--- src/rtl/ifc_pkg.sv ---
package ifc_pkg;
  typedef enum logic [1:0] {
    ST_IDLE = 2'd0,
    ST_WAIT = 2'd1,
    ST_GATE = 2'd2
  } ifc_state_e;

  localparam logic [2:0] DO_SEL_END = 3'b010;
endpackage

--- src/rtl/ifc_timebase.sv ---
module ifc_timebase #(
  parameter int CLK_PER_TB = 45
) (
  input  logic clk_i,
  input  logic rst_ni,
  input  logic clr_i,
  output logic tick_o
);
  localparam int PRE_W = $clog2(CLK_PER_TB) + 1;
  localparam logic [PRE_W-1:0] PRE_LAST = PRE_W'(CLK_PER_TB - 1);

  logic [PRE_W-1:0] pre_q;

  assign tick_o = (pre_q == PRE_LAST) && !clr_i;

  always_ff @(posedge clk_i or negedge rst_ni) begin
    if (!rst_ni)                 pre_q <= '0;
    else if (clr_i || tick_o)    pre_q <= '0;
    else                         pre_q <= pre_q + 1'b1;
  end
endmodule

--- src/rtl/ifc_edge_counter.sv ---
module ifc_edge_counter #(
  parameter int CNT_W = 20
) (
  input  logic             clk_i,
  input  logic             rst_ni,
  input  logic             if_i,
  input  logic             clr_i,
  input  logic             en_i,
  output logic [CNT_W-1:0] cnt_next_o
);
  logic sync1_q, sync2_q, prev_q, pulse;
  logic [CNT_W-1:0] cnt_q;
  logic sat;

  assign pulse = sync2_q & ~prev_q;
  assign sat   = &cnt_q;

  always_ff @(posedge clk_i or negedge rst_ni) begin
    if (!rst_ni) begin
      sync1_q <= 1'b0;
      sync2_q <= 1'b0;
      prev_q  <= 1'b0;
    end else begin
      sync1_q <= if_i;
      sync2_q <= sync1_q;
      prev_q  <= sync2_q;
    end
  end

  always_comb begin
    cnt_next_o = cnt_q;
    if (clr_i)                        cnt_next_o = '0;
    else if (en_i && pulse && !sat)   cnt_next_o = cnt_q + 1'b1;
  end

  always_ff @(posedge clk_i or negedge rst_ni) begin
    if (!rst_ni) cnt_q <= '0;
    else         cnt_q <= cnt_next_o;
  end

  AST_SAT_HOLD: assert property (@(posedge clk_i) disable iff (!rst_ni)
    (sat && !clr_i) |=> (&cnt_q));
endmodule

--- src/rtl/ifc_sequencer.sv ---
module ifc_sequencer
  import ifc_pkg::*;
#(
  parameter int TB_PER_MS = 100
) (
  input  logic       clk_i,
  input  logic       rst_ni,
  input  logic       start_i,
  input  logic       inhibit_i,
  input  logic [1:0] gate_sel_i,
  input  logic       tick_i,
  output ifc_state_e state_o,
  output logic       launch_o,
  output logic       finish_o
);
  localparam int WAIT_TB  = (7 * TB_PER_MS) / 2;
  localparam int GATE_MAX = 32 * TB_PER_MS;
  localparam int TB_W     = $clog2(GATE_MAX + 1);
  localparam logic [TB_W-1:0] WAIT_LAST = TB_W'(WAIT_TB - 1);

  ifc_state_e state_q;
  logic start_q;
  logic [1:0] sel_q;
  logic [TB_W-1:0] tb_q, gate_last;

  always_comb begin
    case (sel_q)
      2'd0:    gate_last = TB_W'(4 * TB_PER_MS - 1);
      2'd1:    gate_last = TB_W'(8 * TB_PER_MS - 1);
      2'd2:    gate_last = TB_W'(16 * TB_PER_MS - 1);
      default: gate_last = TB_W'(32 * TB_PER_MS - 1);
    endcase
  end

  assign launch_o = start_i && !start_q && !inhibit_i;
  assign finish_o = (state_q == ST_GATE) && tick_i && (tb_q == gate_last)
                    && start_i && !inhibit_i;
  assign state_o  = state_q;

  always_ff @(posedge clk_i or negedge rst_ni) begin
    if (!rst_ni) begin
      state_q <= ST_IDLE;
      start_q <= 1'b0;
      sel_q   <= 2'd0;
      tb_q    <= '0;
    end else begin
      start_q <= start_i;
      if (launch_o) begin
        state_q <= ST_WAIT;
        sel_q   <= gate_sel_i;
        tb_q    <= '0;
      end else if (!start_i || inhibit_i) begin
        state_q <= ST_IDLE;
      end else if (tick_i) begin
        case (state_q)
          ST_WAIT: begin
            if (tb_q == WAIT_LAST) begin
              state_q <= ST_GATE;
              tb_q    <= '0;
            end else tb_q <= tb_q + 1'b1;
          end
          ST_GATE: begin
            if (tb_q == gate_last) state_q <= ST_IDLE;
            else                   tb_q    <= tb_q + 1'b1;
          end
          default: ;
        endcase
      end
    end
  end

  AST_ABORT_IDLE: assert property (@(posedge clk_i) disable iff (!rst_ni)
    (state_q != ST_IDLE && !start_i) |=> (state_q == ST_IDLE));
  AST_INHIBIT_IDLE: assert property (@(posedge clk_i) disable iff (!rst_ni)
    inhibit_i |=> (state_q == ST_IDLE));
  AST_WAIT_TICKED: assert property (@(posedge clk_i) disable iff (!rst_ni)
    (state_q == ST_WAIT && !tick_i) |=> (state_q != ST_GATE));
endmodule

--- src/rtl/if_freq_counter.sv ---
module if_freq_counter
  import ifc_pkg::*;
#(
  parameter int CNT_W      = 20,
  parameter int CLK_PER_TB = 45,
  parameter int TB_PER_MS  = 100
) (
  input  logic             clk_i,
  input  logic             rst_ni,
  input  logic             start_i,
  input  logic [1:0]       gate_sel_i,
  input  logic             inhibit_i,
  input  logic             if_i,
  input  logic             ce_i,
  input  logic [2:0]       do_sel_i,
  output logic [CNT_W-1:0] count_o,
  output logic             busy_o,
  output logic             done_o,
  output logic             do_n_o
);
  ifc_state_e state;
  logic launch, finish, tick;
  logic [CNT_W-1:0] cnt_next, result_q;
  logic done_q;

  ifc_timebase #(.CLK_PER_TB(CLK_PER_TB)) u_timebase (
    .clk_i  (clk_i),
    .rst_ni (rst_ni),
    .clr_i  (launch),
    .tick_o (tick)
  );

  ifc_sequencer #(.TB_PER_MS(TB_PER_MS)) u_sequencer (
    .clk_i      (clk_i),
    .rst_ni     (rst_ni),
    .start_i    (start_i),
    .inhibit_i  (inhibit_i),
    .gate_sel_i (gate_sel_i),
    .tick_i     (tick),
    .state_o    (state),
    .launch_o   (launch),
    .finish_o   (finish)
  );

  ifc_edge_counter #(.CNT_W(CNT_W)) u_edge_counter (
    .clk_i      (clk_i),
    .rst_ni     (rst_ni),
    .if_i       (if_i),
    .clr_i      (launch),
    .en_i       (state == ST_GATE),
    .cnt_next_o (cnt_next)
  );

  always_ff @(posedge clk_i or negedge rst_ni) begin
    if (!rst_ni) begin
      result_q <= '0;
      done_q   <= 1'b0;
    end else if (launch) begin
      done_q   <= 1'b0;
    end else if (finish) begin
      result_q <= cnt_next;
      done_q   <= 1'b1;
    end
  end

  assign count_o = result_q;
  assign busy_o  = (state != ST_IDLE);
  assign done_o  = done_q;
  // open-drain: 0 pulls low, 1 releases
  assign do_n_o  = ce_i || (do_sel_i != DO_SEL_END) || !done_q;

  AST_RESULT_HOLD: assert property (@(posedge clk_i) disable iff (!rst_ni)
    (state != ST_GATE) |=> $stable(result_q));
  AST_DONE_AT_END: assert property (@(posedge clk_i) disable iff (!rst_ni)
    $rose(done_q) |-> (!busy_o && $past(busy_o)));
  AST_START_CLEARS: assert property (@(posedge clk_i) disable iff (!rst_ni)
    launch |=> (busy_o && !done_q));
endmodule

--- config.mk ---
export PLATFORM = sky130hd
export DESIGN_NAME = if_freq_counter
export DESIGN_NICKNAME = d
export VERILOG_FILES = /design/src/rtl/ifc_pkg.sv /design/src/rtl/ifc_timebase.sv /design/src/rtl/ifc_edge_counter.sv /design/src/rtl/ifc_sequencer.sv /design/src/rtl/if_freq_counter.sv
export SDC_FILE = /design/constraint.sdc
export NUM_CORES = 1
export LEC_CHECK = 0
export ABC_AREA = 1
export BUFFER_PORTS_ARGS = -buffer_cell sky130_fd_sc_hd__buf_2
export CORE_UTILIZATION = 50
export CTS_BUF_LIST = sky130_fd_sc_hd__clkbuf_16
export DETAILED_ROUTE_END_ITERATION = 8
export PLACE_DENSITY_LB_ADDON = 0.12
export SLEW_MARGIN = 15
export SYNTH_ARGS = -nofsm -noshare
export SYNTH_HDL_FRONTEND = slang
export SYNTH_HIERARCHICAL = 1
export SYNTH_SLANG_ARGS = --single-unit
--- constraint.sdc ---
create_clock -name clk_i -period 2.5 [get_ports clk_i]
set_clock_uncertainty 0.2 [all_clocks]
set_input_delay 0.5 -clock clk_i [delete_from_list [all_inputs] [get_ports clk_i]]
set_output_delay 0.5 -clock clk_i [all_outputs]
set_load 0.02 [all_outputs]
-- Yosys cells after proc, flatten, opt, wreduce, memory -nomap -nowiden
Cells that the tools add are included.
- register bits: 68
- latch bits: 0
- bits in writable memories: 0
- ROM bits: 0
- bits of input ports: 11
- output and inout port bits: 23
- word-level logic and storage cells: 77
- memories: 0
- add/subtract/negate cells: 3
- multipliers: 0
- divide/modulo/power cells: 0
- magnitude comparators: 0
- eq/ne operators: 12
- shift operators: 0
- muxes and demuxes: 18
- bitwise logic cells: 3
- reductions and logical operators: 30
- operator list (cell ; number):
    $mux 12 ; 5
    $mux 20 ; 2
    $pmux 12 s3 ; 1
    $pmux 12 s2 ; 1
    $add 20x1->20 const B ; 1
    $reduce_and 20->1 ; 1
    $add 12x1->12 const B ; 1
    $eq 12x12->1 ; 1
    $eq 12x9->1 const B ; 1
    $mux 2 ; 5
    $logic_and 1x1->1 ; 9
    $reduce_and 4->1 ; 2
    $add 7x1->7 const B ; 1
    $eq 7x6->1 const B ; 1
    $mux 7 ; 1
    $logic_not 1->1 ; 6
    $reduce_bool 2->1 ; 3
    $reduce_bool 3->1 ; 2
    $eq 2x1->1 const B ; 2
    $eq 2x2->1 const B ; 2
    $logic_or 1x1->1 ; 4
    $ne 4x2->1 const B ; 1
    $ne 4x4->1 const B ; 1
    $pmux 2 s2 ; 1
    9 further kinds ; 11

-- Longest topological paths before layout
- word-level depth: 11
- depth in mapped cells: 14
- gate-level depth less buffers: 13

-- Cells and area by module
The synthesis kept the hierarchy.
- by module, submodules not included (module ; instances ; cells an instance ; area an instance (um2)):
    ifc_sequencer ; 1 ; 232 ; 1445.1
    ifc_edge_counter ; 1 ; 199 ; 1380.1
    if_freq_counter ; 1 ; 99 ; 863.3
    ifc_timebase ; 1 ; 47 ; 386.6

-- Worst setup path before layout
No wires, ideal clock.
- kind: input -> register
- start point: in start_i
- end point: reg result_q[12] (netlist: count_o[12])
- arrival: 1.975 ns
- required time: 2.183 ns
- slack: 0.208 ns
- stages: 11
- path buffers: 2
- cell sequence: inv_1 > nor2_2 > inv_2 > nor2_2 > clkbuf_1 > clkinv_1 > clkbuf_1 > nand2_1 > nor2_1 > nand3_1 > nand2_1
- elaborated cells between the ends (all ways): 11
- those cells by class: mux (1); bitwise (1); reduce/logical (9)
- RTL lines (item ; RTL line ; RTL):
    start: declaration ; if_freq_counter.sv:10 ; input logic start_i,
    $logic_and 1x1->1 (2 in a row) ; ifc_sequencer.sv:35 ; assign launch_o = start_i && !start_q && !inhibit_i;
    net launch ; if_freq_counter.sv:22 ; logic launch, finish, tick;
    $mux 20 ; ifc_edge_counter.sv:32 ; if (clr_i) cnt_next_o = '0;
    net cnt_next[12] ; if_freq_counter.sv:23 ; logic [CNT_W-1:0] cnt_next, result_q;
    end signal: assignment ; if_freq_counter.sv:61 ; result_q <= cnt_next;
    end: declaration ; if_freq_counter.sv:23 ;
The timed path passes the listed nets, and every way through them passes these cells.
A chain may end at the register's enable or synchronous reset.

-- Worst setup path in the final report
- start point: reg u_sequencer.sel_q[0]
- end point: reg result_q[9] (netlist: count_o[9])
- word-level cells in the longest chain between the ends: 7
- elaborated cells between the ends (all ways): 9
- those cells by class: eq/ne (3); mux (1); reduce/logical (5)
- ends and longest elaborated chain (item ; RTL line ; RTL):
    start: declaration ; ifc_sequencer.sv:23 ; logic [1:0] sel_q;
    start signal: assignment ; ifc_sequencer.sv:50 ; sel_q <= gate_sel_i;
    $eq 2x2->1 (tied with other cells) ; ifc_sequencer.sv:27 ; case (sel_q)
    $pmux 12 s3 (*) ; ifc_sequencer.sv:27 ;
    $eq 12x12->1 (*) ; ifc_sequencer.sv:36 ; assign finish_o = (state_q == ST_GATE) && tick_i && (tb_q == gate_last)
    $logic_and 1x1->1 (*) ; ifc_sequencer.sv:36 ;
    $logic_and 1x1->1 (*) (2 in a row) ; ifc_sequencer.sv:37 ; && start_i && !inhibit_i;
    net finish ; if_freq_counter.sv:22 ;
    $reduce_and 2->1 (no line) (*) ; - ;
The timed path passes the listed nets; every way through them passes the cells marked *.

==> summary.log <==
[run_status] run status complete, but fails checks
[run_status] violations in the final reports hold timing
[critical_path] setup slack on the worst flop-to-flop path 0.23 ns
[floorplanning] area of the die 8520 um^2
[floorplanning] initial standard-cell utilization of the core 52.2%
[detailed_routing] average wire length per cell after detail routing 12.4 um
[logic_synthesis] adder-cell share of the synthesized area 3.07%
[global_route] Remaining Overflow, GRT 0
[critical_path] CP required 2.57 ns
[placement] DP HPWL 6.11 mm
[placement] Routability Congestion 0.883
[critical_path] Worst Reg-to-Reg Cells 12
[logic_synthesis] proportion of synthesized flip-flops having asynchronous set or reset 100%
[hold_path] path class of the lowest-slack min-delay path primary input to async pin
[critical_path] endpoint kind of the worst setup timing path register
[global_route] vias in the first global route 3556
[power_and_ir_drop] leak pwr 2.48 nW
[logic_synthesis] Synth area leader sky130_fd_sc_hd__dfrtp_1
[timing] worst setup slack after layout 0.225 ns
[timing] worst-case hold slack -0.0228 ns
[logic_synthesis] Seq/Total Area, Yosys 41.8%
[detailed_routing] Avg Vias per Cell 5.02
[detailed_routing] post-route ant nets 0
[critical_path] crit path max fanout 20
[critical_path] delay-heaviest family, CP simple AND/OR/NAND/NOR gates
[critical_path] launching element type of the critical path register
[critical_path] end of the worst register-to-register path count_o[9]
[logic_synthesis] register bit count reported by yosys 68
[job] number of maximum-capacitance violations 0
[logic_synthesis] compound-gate portion of the synthesized area 5.22%
[critical_path] startpoint of the lowest-slack register-to-register path u_sequencer/sel_q[0]
[placement] Port Buffer Count 33
[global_route] total routing usage reported by global routing 23.1%
[critical_path] max incr delay on CP 0.37 ns
[timing] measured slew at the worst slew-check pin 0.397 ns
[critical_path] Worst Path Arrival 2.34 ns
[logic_synthesis] XOR/XNOR share of the synthesized area 1.93%
[timing] Tcrit/Tclk final 91.0%
[detailed_routing] remaining design rule violation count 0
[floorplanning] Die Height 92.3 um
[timing] time the final worst path needs with I/O delays and setup 2.27 ns
[cts] clock tree root driver cell sky130_fd_sc_hd__clkbuf_16
[timing] unrepaired setup endpoints after global routing false
[timing] maximum achievable frequency 0.440 GHz
[critical_path] critical setup path kind register to register
[logic_synthesis] prevailing post-synth register cell sky130_fd_sc_hd__dfrtp_1
[logic_synthesis] mean cell area of the mapped netlist 7.06 um^2
[global_route] maximum number of pins on one net before global-route repair 69
[logic_synthesis] share of cell area taken by muxes after synthesis 0%
[logic_synthesis] number of enable flip-flop cells after synthesis 0
[floorplanning] number of rows in the core area 32
[critical_path] WP buf/inv 3
[finish] final standard cell area without fillers 4680 um^2
[critical_path] critical path's most frequent cell sky130_fd_sc_hd__nand2_1
[detailed_routing] First DRT Iteration DRCs 105
[finish] fraction of final layout cells sized beyond drive strength 1 14.6%
[timing] worst rel slew slack 73.5%
[logic_synthesis] combinational family with the most area after synthesis simple AND/OR/NAND/NOR gates
[finish] area delta synth->final 14.8%
[critical_path] critical path cell sequence inv_1 -> ha_1 -> nor2_2 -> nand2_1 -> nand2_1 -> inv_1 -> nor2_1 -> nand3_1 -> nor2_2 -> buf_6 -> nand3_1 -> nand2_1
[cts] clock tree from TritonCTS done
[power_and_ir_drop] final total power 3.22 mW
[floorplanning] Core Box Area 7810 um^2
[finish] antenna diode instance count 0
[timing] final setup fails 0
[logic_synthesis] number of warnings reported in the yosys synthesis log 6
[detailed_routing] final wirelength 8.91 mm
[logic_synthesis] synthesized area 4080 um^2
[logic_synthesis] Cells after Synth 577
[global_route] initial antenna violation count 0
[cts] Skew-Pair Late Insertion Delay 0.33 ns
[timing] Final Max Tran Viols 0
[logic_synthesis] synth unique cells 32
[detailed_routing] vias 3608
[detailed_routing] first-pass iteration count of the detailed router 5
[logic_synthesis] Post-synth top cells 180 x sky130_fd_sc_hd__nand2_1, 83 x sky130_fd_sc_hd__nor2_1, 68 x sky130_fd_sc_hd__dfrtp_1
[power_and_ir_drop] largest voltage drop on the vdd net 0.000462 V
[cts] CTS Buffer Depth 2
[finish] Post-Layout Cell Count 719
[logic_synthesis] post-synth top area share 41.8%
[logic_synthesis] largest cells by area after synthesis sky130_fd_sc_hd__dfrtp_1 42%, sky130_fd_sc_hd__nand2_1 17%, sky130_fd_sc_hd__nor2_1 7.6%
[placement] post-detailed-placement cell area 4330 um^2
[finish] number of filler cells placed in the layout 760
[critical_path] master of the slowest instance on the critical path sky130_fd_sc_hd__dfrtp_1
[logic_synthesis] synthesized netlist net count 598
[timing] final total negative setup slack 0 ns
[floorplanning] top-level I/O count 34
[placement] total instance count after detailed placement 703
[global_route] global-route wire length before repair 15.6 mm
[logic_synthesis] simple logic cell fraction of the synthesized area 39.0%
[timing] Final Hold Violating Endpoints 27
[placement] pre-CTS setup slack 0.156 ns
[cts] count of H-tree levels built during CTS 3
[cts] Clk pin slew, worst setup/hold paths 0.06 ns
[power_and_ir_drop] cell area power density 688 nW/um^2
[floorplanning] Horiz. Die Dim 92.3 um
[cts] TritonCTS Sinks 68
[finish] Final Net Count 633
[logic_synthesis] leading cell type by number of instances after synthesis sky130_fd_sc_hd__nand2_1
[cts] number of buffers created by CTS 9
[cts] hold buffers post-CTS 0
-- per-layer routing --
layer / GRT usage [%] / routed length (um)
met5: 0 / 0
met4: 6.51 / 104
met3: 5.39 / 273
met2: 42.8 / 4710
met1: 26.4 / 3830
-- where the power goes --
part / leakage [nW] / switching [mW] / internal [mW]
sequential: 0.922 / 0.119 / 1.18
combinational: 1.40 / 0.276 / 0.183
clock: 0.161 / 0.484 / 0.971
-- final cells by class --
class                      count  area (um^2)  area share (%)
inverter                      70          265            5.67
sequential                    68         1700            36.4
clock buffer                   9          225            4.81
clock inverter                 7          114            2.43
multi-input combinational    423         2010            43.0
timing repair buffer          40          234            5.00
tap                          102          128            2.73
-- stage by stage --
step | hold WS (ns) | util, %
2_1_floorplan | 0.00441 | -
6_report | -0.0228 | 59.9
5_1_grt | 0.0272 | 59.9
4_1_cts | 0.00334 | 59.8
3_5_place_dp | 0.149 | 55.4
3_3_place_gp | 0.144 | 55.4
-- cell families after synthesis --
group           Yosys count
compound gates           39
xor+xnor                  9
fa+ha+maj                10
buf+inv                  86
flops                    68
simple gates            365
-- how the worst max path moves through the flow --
stage	from	to	slack, ns	cells after the start
floorplan	start_i	count_o[12]	0.21	11
global placement	u_sequencer/sel_q[0]	count_o[19]	0.29	11
detailed placement	u_sequencer/sel_q[0]	count_o[2]	0.16	12
CTS	u_sequencer/sel_q[0]	count_o[0]	0.12	12
global route	u_sequencer/sel_q[0]	count_o[9]	0.02	12
finish	u_sequencer/sel_q[0]	count_o[9]	0.23	12
-- placed cells by master, fill, tap and decap left out, types with 5 or more instances in the layout --
cell,Yosys,final
sky130_fd_sc_hd__dfrtp_1,68,68
sky130_fd_sc_hd__nor3_1,9,9
sky130_fd_sc_hd__nand3_1,60,60
sky130_fd_sc_hd__inv_2,6,6
sky130_fd_sc_hd__buf_4,3,5
sky130_fd_sc_hd__inv_1,61,61
sky130_fd_sc_hd__ha_1,10,10
sky130_fd_sc_hd__nand2_2,7,6
sky130_fd_sc_hd__o21ai_0,12,12
sky130_fd_sc_hd__clkbuf_16,0,9
sky130_fd_sc_hd__nor2_2,10,11
sky130_fd_sc_hd__a21oi_1,17,17
sky130_fd_sc_hd__xor2_1,8,8
sky130_fd_sc_hd__buf_2,8,33
sky130_fd_sc_hd__nor2_1,83,82
sky130_fd_sc_hd__nand2_1,180,180
-- flip-flops by register name, indices dropped and copies added (netlist names) --
register	flops
u_edge_counter/sync1_q	1
u_edge_counter/prev_q	1
u_edge_counter/cnt_q	20
u_edge_counter/sync2_q	1
count_o	20
u_timebase/pre_q	7
u_sequencer/tb_q	12
u_sequencer/sel_q	2
u_sequencer/state_o	2
u_sequencer/start_q	1
done_o	1
-- repair_timing --
item                                    in CTS  in global routing
gates resized for setup                      0                  3
endpoints found under the setup margin       0                 21
setup buffers                                0                  0
Note: power is estimated with default switching activity, not from simulation.
